==> config.mk <==
export PLATFORM = sky130hd
export DESIGN_NAME = fpx_defer_unit
export DESIGN_NICKNAME = d
export VERILOG_FILES = /design/src/rtl/fpx_defer_pkg.sv /design/src/rtl/fpx_op_decode.sv /design/src/rtl/fpx_flag_bank.sv /design/src/rtl/fpx_mask_reg.sv /design/src/rtl/fpx_pend_ctrl.sv /design/src/rtl/fpx_defer_unit.sv
export SDC_FILE = /design/constraint.sdc
export NUM_CORES = 1
export LEC_CHECK = 0
export ABC_AREA = 1
export ABC_CLOCK_PERIOD_IN_PS = 1450
export BUFFER_PORTS_ARGS = -buffer_cell sky130_fd_sc_hd__buf_4
export CORE_MARGIN = 2
export CORE_UTILIZATION = 30
export CTS_CLUSTER_SIZE = 10
export DETAILED_ROUTE_END_ITERATION = 12
export PLACE_DENSITY_LB_ADDON = 0.25
export RECOVER_POWER = 25
export SLEW_MARGIN = 20
export SYNTH_ARGS = -nofsm -noshare
export SYNTH_HDL_FRONTEND = slang
export SYNTH_SLANG_ARGS = --single-unit
==> constraint.sdc <==
create_clock -name clk -period 1.45 [get_ports clk]
set_clock_uncertainty 0.1 [all_clocks]
set_input_delay 0.29 -clock clk [delete_from_list [all_inputs] [get_ports clk]]
set_output_delay 0.29 -clock clk [all_outputs]
set_load 0.02 [all_outputs]
==> src/rtl/fpx_defer_pkg.sv <==
package fpx_defer_pkg;

   localparam int OP_W = 3;

   typedef enum logic [OP_W-1:0] {
      OP_IDLE   = 3'd0,
      OP_ARITH  = 3'd1,
      OP_WAIT   = 3'd2,
      OP_NOWAIT = 3'd3,
      OP_STATE  = 3'd4,
      OP_CLEAR  = 3'd5,
      OP_INIT   = 3'd6,
      OP_LDCTL  = 3'd7
   } fpx_op_e;

endpackage

==> src/rtl/fpx_op_decode.sv <==
module fpx_op_decode
   import fpx_defer_pkg::*;
(
   input  logic [OP_W-1:0] op_i,
   output logic            arith_o,
   output logic            wait_o,
   output logic            clr_o,
   output logic            init_o,
   output logic            ldctl_o
);

   fpx_op_e op;

   always_comb begin
      op      = fpx_op_e'(op_i);
      arith_o = 1'b0;
      wait_o  = 1'b0;
      clr_o   = 1'b0;
      init_o  = 1'b0;
      ldctl_o = 1'b0;
      case (op)
         OP_ARITH: arith_o = 1'b1;
         OP_WAIT:  wait_o  = 1'b1;
         OP_CLEAR: clr_o   = 1'b1;
         OP_INIT: begin
            clr_o  = 1'b1;
            init_o = 1'b1;
         end
         OP_LDCTL: ldctl_o = 1'b1;
         default: ;
      endcase
   end

endmodule

==> src/rtl/fpx_flag_bank.sv <==
module fpx_flag_bank #(
   parameter int NUM_ERR = 6
) (
   input  logic               clk,
   input  logic               rst_n,
   input  logic [NUM_ERR-1:0] set_i,
   input  logic               stk_set_i,
   input  logic               clr_i,
   output logic [NUM_ERR-1:0] flags_o,
   output logic               stk_o
);

   for (genvar g = 0; g < NUM_ERR; g++) begin : g_flag
      always_ff @(posedge clk or negedge rst_n) begin
         if (!rst_n)          flags_o[g] <= 1'b0;
         else if (clr_i)      flags_o[g] <= 1'b0;
         else if (set_i[g])   flags_o[g] <= 1'b1;
      end
   end

   always_ff @(posedge clk or negedge rst_n) begin
      if (!rst_n)         stk_o <= 1'b0;
      else if (clr_i)     stk_o <= 1'b0;
      else if (stk_set_i) stk_o <= 1'b1;
   end

endmodule

==> src/rtl/fpx_mask_reg.sv <==
module fpx_mask_reg #(
   parameter int NUM_ERR = 6
) (
   input  logic               clk,
   input  logic               rst_n,
   input  logic               init_i,
   input  logic               ld_i,
   input  logic [NUM_ERR-1:0] ctl_i,
   output logic [NUM_ERR-1:0] mask_o
);

   localparam logic [NUM_ERR-1:0] ALL_MASKED = '1;

   always_ff @(posedge clk or negedge rst_n) begin
      if (!rst_n)      mask_o <= ALL_MASKED;
      else if (init_i) mask_o <= ALL_MASKED;
      else if (ld_i)   mask_o <= ctl_i;
   end

endmodule

==> src/rtl/fpx_pend_ctrl.sv <==
module fpx_pend_ctrl #(
   parameter int IP_W     = 32,
   parameter bit DFLT_REG = 1'b1
) (
   input  logic            clk,
   input  logic            rst_n,
   input  logic            raise_i,
   input  logic            arm_i,
   input  logic            drop_i,
   input  logic            dflt_i,
   input  logic [IP_W-1:0] ip_i,
   output logic            pend_o,
   output logic            req_o,
   output logic            dflt_o,
   output logic [IP_W-1:0] exc_ip_o,
   output logic [IP_W-1:0] fault_ip_o
);

   always_ff @(posedge clk or negedge rst_n) begin
      if (!rst_n)       pend_o <= 1'b0;
      else if (drop_i)  pend_o <= 1'b0;
      else if (raise_i) pend_o <= 1'b0;
      else if (arm_i)   pend_o <= 1'b1;
   end

   always_ff @(posedge clk or negedge rst_n) begin
      if (!rst_n) req_o <= 1'b0;
      else        req_o <= raise_i & ~drop_i;
   end

   always_ff @(posedge clk or negedge rst_n) begin
      if (!rst_n)                 exc_ip_o <= '0;
      else if (raise_i & ~drop_i) exc_ip_o <= ip_i;
   end

   always_ff @(posedge clk or negedge rst_n) begin
      if (!rst_n)               fault_ip_o <= '0;
      else if (arm_i & ~drop_i) fault_ip_o <= ip_i;
   end

   if (DFLT_REG) begin : g_dflt_reg
      always_ff @(posedge clk or negedge rst_n) begin
         if (!rst_n) dflt_o <= 1'b0;
         else        dflt_o <= dflt_i;
      end
   end else begin : g_dflt_comb
      assign dflt_o = dflt_i;
   end

endmodule

==> src/rtl/fpx_defer_unit.sv <==
module fpx_defer_unit
   import fpx_defer_pkg::*;
#(
   parameter int NUM_ERR  = 6,
   parameter int INV_IDX  = 0,
   parameter int IP_W     = 32,
   parameter bit DFLT_REG = 1'b1
) (
   input  logic               clk,
   input  logic               rst_n,
   input  logic [2:0]         op_cls_i,
   input  logic [IP_W-1:0]    op_ip_i,
   input  logic [NUM_ERR-1:0] err_i,
   input  logic               stk_i,
   input  logic [NUM_ERR-1:0] ctl_i,
   input  logic               native_en_i,
   output logic [NUM_ERR-1:0] flags_o,
   output logic               stk_flag_o,
   output logic [NUM_ERR-1:0] mask_o,
   output logic               dflt_o,
   output logic               pend_o,
   output logic               exc_req_o,
   output logic [IP_W-1:0]    exc_ip_o,
   output logic [IP_W-1:0]    fault_ip_o
);

   if (NUM_ERR < 1) begin : g_bad_num
      $error("NUM_ERR must be at least 1");
   end
   if (INV_IDX < 0 || INV_IDX >= NUM_ERR) begin : g_bad_inv
      $error("INV_IDX must index an error bit");
   end
   if (IP_W < 1) begin : g_bad_ip
      $error("IP_W must be at least 1");
   end

   logic               dec_arith, dec_wait, dec_clr, dec_init, dec_ldctl;
   logic [NUM_ERR-1:0] inv_vec;
   logic [NUM_ERR-1:0] eff_err;
   logic [NUM_ERR-1:0] flag_set;
   logic               exec_arith;
   logic               raise;
   logic               arm;
   logic               dflt_req;

   fpx_op_decode u_dec (
      .op_i    (op_cls_i),
      .arith_o (dec_arith),
      .wait_o  (dec_wait),
      .clr_o   (dec_clr),
      .init_o  (dec_init),
      .ldctl_o (dec_ldctl)
   );

   for (genvar g = 0; g < NUM_ERR; g++) begin : g_inv
      assign inv_vec[g] = (g == INV_IDX) ? stk_i : 1'b0;
   end

   assign eff_err    = err_i | inv_vec;
   assign exec_arith = dec_arith & ~pend_o;
   assign flag_set   = exec_arith ? eff_err : '0;
   assign raise      = pend_o & (dec_arith | dec_wait);
   assign arm        = exec_arith & native_en_i & (|(eff_err & ~mask_o));
   assign dflt_req   = exec_arith & (|(eff_err & mask_o));

   fpx_flag_bank #(.NUM_ERR(NUM_ERR)) u_flags (
      .clk       (clk),
      .rst_n     (rst_n),
      .set_i     (flag_set),
      .stk_set_i (exec_arith & stk_i),
      .clr_i     (dec_clr),
      .flags_o   (flags_o),
      .stk_o     (stk_flag_o)
   );

   fpx_mask_reg #(.NUM_ERR(NUM_ERR)) u_mask (
      .clk    (clk),
      .rst_n  (rst_n),
      .init_i (dec_init),
      .ld_i   (dec_ldctl),
      .ctl_i  (ctl_i),
      .mask_o (mask_o)
   );

   fpx_pend_ctrl #(.IP_W(IP_W), .DFLT_REG(DFLT_REG)) u_pend (
      .clk        (clk),
      .rst_n      (rst_n),
      .raise_i    (raise),
      .arm_i      (arm),
      .drop_i     (dec_clr),
      .dflt_i     (dflt_req),
      .ip_i       (op_ip_i),
      .pend_o     (pend_o),
      .req_o      (exc_req_o),
      .dflt_o     (dflt_o),
      .exc_ip_o   (exc_ip_o),
      .fault_ip_o (fault_ip_o)
   );

endmodule

== Word-level counts from Yosys, hierarchy flattened ==
Index checks and enable logic that the tools add are counted.

* Flip-flop bits (word level): 80
* Bits in latches: 0
* RAM bits: 0
* Memory bits (read-only): 0
* Bits of input ports: 51
* Output and inout port bits: 80
* Logic and storage cells: 70
* Memories: 0

* Add/sub/neg operators: 0
* $mul: 0
* Divide/modulo/power cells: 0
* Magnitude comparators: 0
* Equality and inequality tests: 5
* Shift operators: 0
* Muxes and demuxes: 25
* Bitwise logic cells: 15
* Reduce and logical (&&, ||, !) cells: 12

{| class="wikitable"
|+ Operators with widths
! kind !! number
|-
| 1-bit 2-to-1 mux || 22
|-
| 6-bit 2-to-1 mux || 3
|-
| 2-bit nonzero test || 8
|-
| 6-bit AND || 2
|-
| 6-bit OR reduction || 2
|-
| 3-bit equality test (second input constant) || 3
|-
| 1-bit AND || 8
|-
| 6-bit inverter || 1
|-
| 6-bit by 1-bit OR with 6-bit output || 1
|-
| 3-bit by 1-bit equality test with 1-bit output (second input constant) || 1
|-
| 3-bit by 2-bit equality test with 1-bit output (second input constant) || 1
|-
| 3-bit nonzero test || 1
|-
| 1-bit inverter || 2
|-
| 2-bit OR reduction || 1
|-
| 1-bit OR || 1
|}

== Depth between registers and ports, before layout ==
Gate-level depths: netlist of run 1.

* Depth in word-level cells: 8
* Gate-level depth with buffers: 9
* Gate-level depth less buffers: 8

== By module ==
Synthesis of run 1 repeated with hierarchy kept, for this count alone.

* Cell total of the unflattened synthesis: 391
* Area, all modules: 3454.6 um^2

{| class="wikitable"
|+ By module, submodules not included
! module !! instances !! cells an instance !! area an instance (um^2) !! seq. area each (um^2)
|-
| fpx_pend_ctrl || 1 || 287 || 2742.6 || 1676.6
|-
| fpx_mask_reg || 1 || 27 || 254.0 || 157.7
|-
| fpx_flag_bank || 1 || 21 || 227.7 || 175.2
|-
| fpx_defer_unit || 1 || 46 || 187.7 || 0.0
|-
| fpx_op_decode || 1 || 10 || 42.5 || 0.0
|}

== Least setup slack after synthesis of run 1 ==
OpenSTA, ideal clock, no wires.

* Path type: register -> register
* Start: reg u_mask.mask_o[5]
* End: reg u_pend.pend_o
* Setup time: 123 ps
* Arrival: 1289 ps
* Required time: 1227 ps
* Path slack: -61 ps
* Stages on the path, launching flop included: 9
* Path buffers: 1
* Clock period less this slack: 1511 ps
* Path through: dfstp_2 inv_1 nand2_1 nand2_1 nor2_1 nand2_1 nand2_2 buf_2 a21oi_2

* Longest elaborated chain between the ends: 5

{| class="wikitable"
|+ RTL lines
! element !! RTL line !! source
|-
| from (decl) || fpx_mask_reg.sv:9 || <nowiki>output logic [NUM_ERR-1:0] mask_o</nowiki>
|-
| from (signal assigned) || fpx_mask_reg.sv:17 || <nowiki>else if (ld_i) mask_o <= ctl_i;</nowiki>
|-
| 6-bit inverter || fpx_defer_unit.sv:63 || <nowiki>assign arm = exec_arith & native_en_i & (|(eff_err & ~mask_o));</nowiki>
|-
| 6-bit AND || fpx_defer_unit.sv:63 ||
|-
| 6-bit OR reduction || fpx_defer_unit.sv:63 ||
|-
| 1-bit AND || fpx_defer_unit.sv:63 ||
|-
| 3-bit nonzero test (no line) || n/a ||
|-
| to (signal assigned) || fpx_pend_ctrl.sv:21 || <nowiki>else if (drop_i) pend_o <= 1'b0;</nowiki>
|-
| to (signal assigned) || fpx_pend_ctrl.sv:22 || <nowiki>else if (raise_i) pend_o <= 1'b0;</nowiki>
|-
| to (signal assigned) || fpx_pend_ctrl.sv:23 || <nowiki>else if (arm_i) pend_o <= 1'b1;</nowiki>
|-
| to (decl) || fpx_pend_ctrl.sv:12 || <nowiki>output logic pend_o,</nowiki>
|}

No other way between the ends.
A chain may end at the register's enable or synchronous reset.

== Worst setup path after layout of run 1 ==
* Start: reg u_mask.mask_o[1]
* End: out mask_o[1]

{| class="wikitable"
|+ RTL lines
! element !! RTL line !! source
|-
| to (decl) || fpx_defer_unit.sv:19 || <nowiki>output logic [NUM_ERR-1:0] mask_o,</nowiki>
|}

No word-level cell between the ends.

==> metrics.yaml, run 1 <==
cts_max_path_buffers: 2
synth_area_leaders: "dfrtp_1, nand2_1, nand3_1"
cts-root-buf: "clkbuf_8"
crit_buf_inv: 2
wl_per_cell_um: 13.7
syn_area_sq_um: 3220
dpl.hpwl_mm: 6.56
antenna_cells: 0
internal_power_w: 0.00566
failed_checks: "setup timing"
fin_crit_sh: 1.03
cts_sinks: 80
crit_fanout: 2
drive_above_1_share: 0.397
drt_iter0_drc: 85
core_sq_um: 10400
slowest_delay_ns: 0.56
syn_nets: 417
rows: 37
clk_latency_ns: 0.34
crit_top_cell: "buf_6"
regToRegSetupSlack_ns: -0.04
end_kind: "primary output"
postRouteAntennaNets: 0
yosysMostFrequentCell: "nand2_1"
synth_seq_cells: 80
ir_drop_v: 0.000848
fmax_mhz: 672
power_w: 0.00925
path_clk_slew_ns: 0.08
p_clk_frac: 0.167
worst_slack_ns: -0.0376
min_path_type: "in -> reg"
comb_power_share: 0.435
die_w_um: 108
r2r-start: "u_mask.mask_o[1]$_DFFE_PN1P_"
worst_path_max_delay_cell: "dfstp_2"
maxCapViolCount: 0
grt_max_degree: 33
drc: 0
gr-usage-all-layers: 0.158
grt_pass1_wl_mm: 14.3
setup_viol: 37
io_pins: 131
relSlewSlack: 0.637
timing.hold.ws_ns: 0.0507
hp-start: "op_ip_i[3]"
die_y_um: 108
seq_power_share: 0.398
synth-warning-count: 0
rsz0062_at_grt: "yes"
synthTopCellsByCount: "nand2_1, dfrtp_1, nand3_1"
route.vias.total: 2953
status: "complete, but fails checks"
async_flop_share: 1.00
p_per_area_nw_per_um2: 1910
viasPerCell: 4.47
overflow: 0
cp.required_ns: 1.06
crit_type: "reg -> out"
p_leak_nw: 2.65
hold_viol: 0
critical_path.startpoint_type: "flop"
cts_tree: "built"
port_buffers: 130
crit_path_cell_trace: "buf_6, buf_6"
synth-edff-count: 0
slew_violations: 0
p_sw_w: 0.00359
worst_slew_pin_slew_ns: 0.545
setup_tns_ns: -0.650
cts_made_buffers: 9
grt_pass1_vias: 2927
synthFlopType: "dfrtp_1"
htreeDepth: 3
synth_area_leader_cell: "dfrtp_1"
area_delta_synth_final_pct: 50.7
yosys.area.top_type_share: 0.575
routed_wl_mm: 9.04
p_sw_frac: 0.388
die-area_sq_um: 11600
antenna_found_initial: 0
routabilityCongestion: 0.825
dr.pass1.iters: 4
nets: 572
period_needed_ns: 1.49
arrival_ns: 1.10
syn_area_per_cell_sq_um: 8.80
cp_top_family: "flip-flops"
ys_seq_area_frac: 0.624
syn_inst: 366
synth_cell_types: 20
initial_core_util: 0.310
crit_start: "u_mask.mask_o[1]$_DFFE_PN1P_"
## metrics by stage
stage | setup slack, ns | util | instance area, sq um | instances
6_report | -0.0376 | 0.468 | 4850 | 660
5_1_grt | -0.142 | 0.468 | 4850 | 660
4_1_cts | -0.0635 | 0.462 | 4790 | 659
3_5_place_dp | -0.0250 | 0.439 | 4560 | 643
3_3_place_gp | 0.0194 | 0.439 | 4560 | 643
2_1_floorplan | -0.0100 | - | 3280 | 366
## layout by cell type (no fill, tap or decap), drive strengths merged
master,synthesis,routed
clkinvlp,0,2
clkbuf,4,14
dfrtp,74,74
o21ai,1,1
nor3,7,7
buf,12,155
bufinv,0,1
dlygate4sd3,0,1
inv,18,17
nand2,182,182
xnor2,1,1
a21oi,14,14
nand3,34,34
nor2,12,12
clkinv,1,3
dfstp,6,6
## logic make-up after synthesis
logic type | share of synthesized area
and+or+nand+nor | 0.297
DFF | 0.624
buffers and inverters | 0.0517
AOI/OAI and AO/OA | 0.0245
xor gates and xnor gates | 0.00272
## registers in the layout, indices dropped and copies added, names as in the netlist
name	flops
u_flags.flags_o	6
u_pend.fault_ip_o	32
u_pend.req_o	1
u_pend.dflt_o	1
u_flags.stk_o	1
u_pend.pend_o	1
u_pend.exc_ip_o	32
u_mask.mask_o	6
## timing repair
item,CTS,global route
resized for setup,11,19
endpoints found under the hold margin,17,0
pin swaps,0,1
buffers inserted,2,0
endpoints found under the setup margin,18,41
cloned,0,1
hold buffers,1,0
## power by group through the flow
stage	logic [W]	clock network [W]	registers [W]
finish	0.00402	0.00154	0.00368
global route	0.00439	0.00173	0.00378
floorplan	0.000988	0	0.00470
global placement	0.00396	0	0.00366
detailed placement	0.00401	0	0.00368
CTS	0.00403	0.00161	0.00366
## metal layers
layer / share of wire / vias to the layer above / GRT usage
met2: 0.48 / 99 / 0.256
met4: 0.0096 / 0 / 0.0357
met5: 0 / - / 0
met1: 0.44 / 1407 / 0.211
li1: - / 1439 / -
met3: 0.064 / 8 / 0.0448
## worst reg2reg max path, delay by kind of cell (launching register included)
kind | cells | cell delay (ns)
DFF | 1 | 0.56
and+or+nand+nor | 7 | 0.56
buffers and inverters | 2 | 0.22
## final cells by class
class                      instances  area [sq um]
clock inverter                     4          47.5
clock buffer                      10           128
sequential                        80          2010
multi-input combinational        251          1100
fill                            1065          5520
inverter                          19          76.3
tap                              136           170
timing repair buffer             160          1330
## final timing paths
check / end / cells past startpoint
max in group asynchronous: u_pend.exc_ip_o[13]$_DFFE_PN0P_ / 3
hold / removal: u_pend.exc_ip_o[3]$_DFFE_PN0P_ / 3
setup reg to reg: u_pend.fault_ip_o[8]$_DFFE_PN0P_ / 9
min in group asynchronous: u_pend.exc_ip_o[24]$_DFFE_PN0P_ / 2
setup / recovery: mask_o[1] / 2
hold reg to reg: u_pend.fault_ip_o[23]$_DFFE_PN0P_ / 2
Power figures use the tool's default switching activity.
==> run 2: changes to the inputs <==
==> constraint.sdc (replaced) <==
create_clock -name clk -period 1.45 [get_ports clk]
set_clock_uncertainty 0.1 [all_clocks]
set_input_delay 0.0725 -clock clk [delete_from_list [all_inputs] [get_ports clk]]
set_output_delay 0.0725 -clock clk [all_outputs]
set_load 0.02 [all_outputs]
==> run 2 against run 1 <==
  * The run ends with hold timing, setup timing left
  * Final area rose by 14%
  * Count of clock-buffer cells in the layout grew 2
  * Register-to-register slack better by 0.02 ns
  * Critical path type is now reg -> reg
  * Largest cell class unchanged
==> metrics.yaml, run 2 (synthesized netlist as in run 1, its figures left out) <==
final_util: 0.531  # was 0.468
fmax_mhz: 682  # was 672 MHz
final_area_sq_um: 5510  # was 4850 sq um
cts_sinks: 80  # unchanged
drc: 0  # unchanged
r2r-start: "u_mask.mask_o[3]$_DFFE_PN1P_"  # was u_mask.mask_o[1]$_DFFE_PN1P_
cp.required_ns: 1.64  # was 1.06 ns
clk_latency_ns: 0.35  # was 0.34 ns
fin_crit_sh: 1.01  # was 1.03
rows: 37  # unchanged
grt_pass1_vias: 3101  # was 2927
critPathCapture: "u_pend.fault_ip_o[15]$_DFFE_PN0P_"  # was mask_o[1]
power_w: 0.00982  # was 0.00925 W
path_clk_slew_ns: 0.08  # about the same
min_path_type: "in -> reg"  # unchanged
p_per_area_nw_per_um2: 1780  # was 1910 nW/um^2
ctsHoldBuffers: 52  # was 1
crit_type: "reg -> reg"  # was reg -> out
r2r_cells: 9  # unchanged
cts_max_path_buffers: 2  # unchanged
wl_per_cell_um: 14.3  # was 13.7 um
core_sq_um: 10400  # unchanged
arrival_ns: 1.66  # was 1.10 ns
final_cell_mix: "nand2_1, buf_4, dfrtp_1, dlygate4sd3_1, nand3_1"  # was nand2_1, buf_4, dfrtp_1, nand3_1
dr.pass1.iters: 5  # was 4
drt_iter0_drc: 110  # was 85
postRouteAntennaNets: 0  # unchanged
routabilityCongestion: 0.800  # was 0.825
route.vias.total: 3185  # was 2953
initial_core_util: 0.310  # unchanged
dp_slack_ns: -0.00107  # was -0.0250 ns
reg2reg_to: "u_pend.fault_ip_o[15]$_DFFE_PN0P_"  # was u_pend.fault_ip_o[8]$_DFFE_PN0P_
cts_tree: "built"  # unchanged
die-area_sq_um: 11600  # unchanged
antenna_cells: 0  # unchanged
htreeDepth: 3  # unchanged
crit_start: "u_mask.mask_o[3]$_DFFE_PN1P_"  # was u_mask.mask_o[1]$_DFFE_PN1P_
viasPerCell: 4.48  # was 4.47
setup_viol: 10  # was 37
port_buffers: 130  # unchanged
end_kind: "flop"  # was primary output
die_w_um: 108  # unchanged
drive_above_1_share: 0.391  # was 0.397
rsz0062_at_grt: "yes"  # unchanged
antenna_found_initial: 0  # unchanged
dpl_cell_area_sq_um: 4480  # was 4560 sq um
relSlewSlack: 0.588  # was 0.637
status: "complete, but fails checks"  # unchanged
hold_viol: 2  # was 0
crit_fanout: 6  # was 2
largestRegisters: "u_pend.exc_ip_o (32), u_pend.fault_ip_o (32)"  # unchanged
grt_pass1_wl_mm: 15.0  # was 14.3 mm
timing.hold.ws_ns: -0.0450  # was 0.0507 ns
overflow: 0  # unchanged
critical_path.startpoint_type: "flop"  # unchanged
worst_slew_pin_slew_ns: 0.617  # was 0.545 ns
period_needed_ns: 1.47  # was 1.49 ns
p_leak_nw: 2.94  # was 2.65 nW
area_delta_synth_final_pct: 71.1  # was 50.7%
routed_wl_mm: 10.2  # was 9.04 mm
dpl.hpwl_mm: 6.27  # was 6.56 mm
cts-root-buf: "clkbuf_8"  # unchanged
failed_checks: "hold timing, setup timing"  # was setup timing
die_y_um: 108  # unchanged
ir_drop_v: 0.000853  # was 0.000848 V
grt_max_degree: 34  # was 33
worst_slack_ns: -0.0161  # was -0.0376 ns
regToRegSetupSlack_ns: -0.02  # was -0.04 ns
slew_violations: 0  # unchanged
io_pins: 131  # unchanged
gr-usage-all-layers: 0.167  # was 0.158
cts_made_buffers: 9  # unchanged
final_common_cell: "nand2_1"  # unchanged
maxCapViolCount: 0  # unchanged
nets: 622  # was 572
[run 2: cell types whose count changed in the layout (fill, tap and decap cells not counted), sizes merged]
cell          previous run  this run
dlygate4sd3              1        49
clkbuf                  14        21
buf                    155       150
clkinv                   3         1
clkinvlp                 2         0
dlymetal6s4s             0         2
inv                     17        19
bufinv                   1         2
[run 2: per-stage QoR]
step	setup TNS (ns)	cells
floorplan	-0.0649	366
global placement	0	635
detailed placement	-0.00107	635
CTS	-0.190	702
global route	-2.09	711
finish	-0.0575	711
[run 2: worst min-delay path by stage]
stage / start / endpoint / depth (start not counted)
after CTS: op_cls_i[1] / u_pend.pend_o$_DFFE_PN0P_ / 4
after floorplan: rst_n / u_flags.flags_o[0]$_DFFE_PN0P_ / 0
final: op_cls_i[2] / u_mask.mask_o[2]$_DFFE_PN1P_ / 3
after global placement: rst_n / u_pend.exc_ip_o[24]$_DFFE_PN0P_ / 1
after detailed placement: rst_n / u_pend.req_o$_DFF_PN0_ / 1
after global routing: op_cls_i[2] / u_pend.dflt_o$_DFF_PN0_ / 4
[run 2: layout make-up]
type	count	area, sq um
Tap cell	136	170
Fill cell	955	4860
Sequential cell	80	2010
Timing Repair Buffer	210	1860
Inverter	19	76.3
Clock inverter	3	65.1
Clock buffer	12	155
Multi-Input combinational cell	251	1170
[run 2: timing repair]
action / 4_1_cts / 5_1_grt
cloned: 0 / 6
buffers inserted: 0 / 4
resized for setup: 0 / 49
endpoints found under the setup margin: 31 / 48
hold endpoints to repair: 155 / 2
pin swaps: 0 / 13
[run 2: power breakdown]
| part | internal [W] | switching, W | total, W | leakage (nW) |
|---|---|---|---|---|
| Clock | 0.00105 | 0.000807 | 0.00186 | 0.112 |
| Combinational | 0.00193 | 0.00234 | 0.00427 | 1.82 |
| Sequential | 0.00312 | 0.000572 | 0.00369 | 1.01 |
| Total | 0.00611 | 0.00372 | 0.00982 | 2.94 |
[run 2: metal layers]
metal	global-route usage	vias up	routed length, um
li1	-	1556	-
met1	0.213	1512	4760
met2	0.274	108	4740
met3	0.0327	9	546
met4	0.0742	0	119
met5	0	-	0
[run 2: worst max-delay path, stage by stage (launching register included)]
cell and delay, ns:
dfstp_2 0.54, inv_2 0.04, nand2_2 0.06, nand2_2 0.06, nor2_4 0.12, nand2_4 0.09, nand2_8 0.12, clkbuf_16 0.16
nand2_2 0.04, nand2_1 0.06
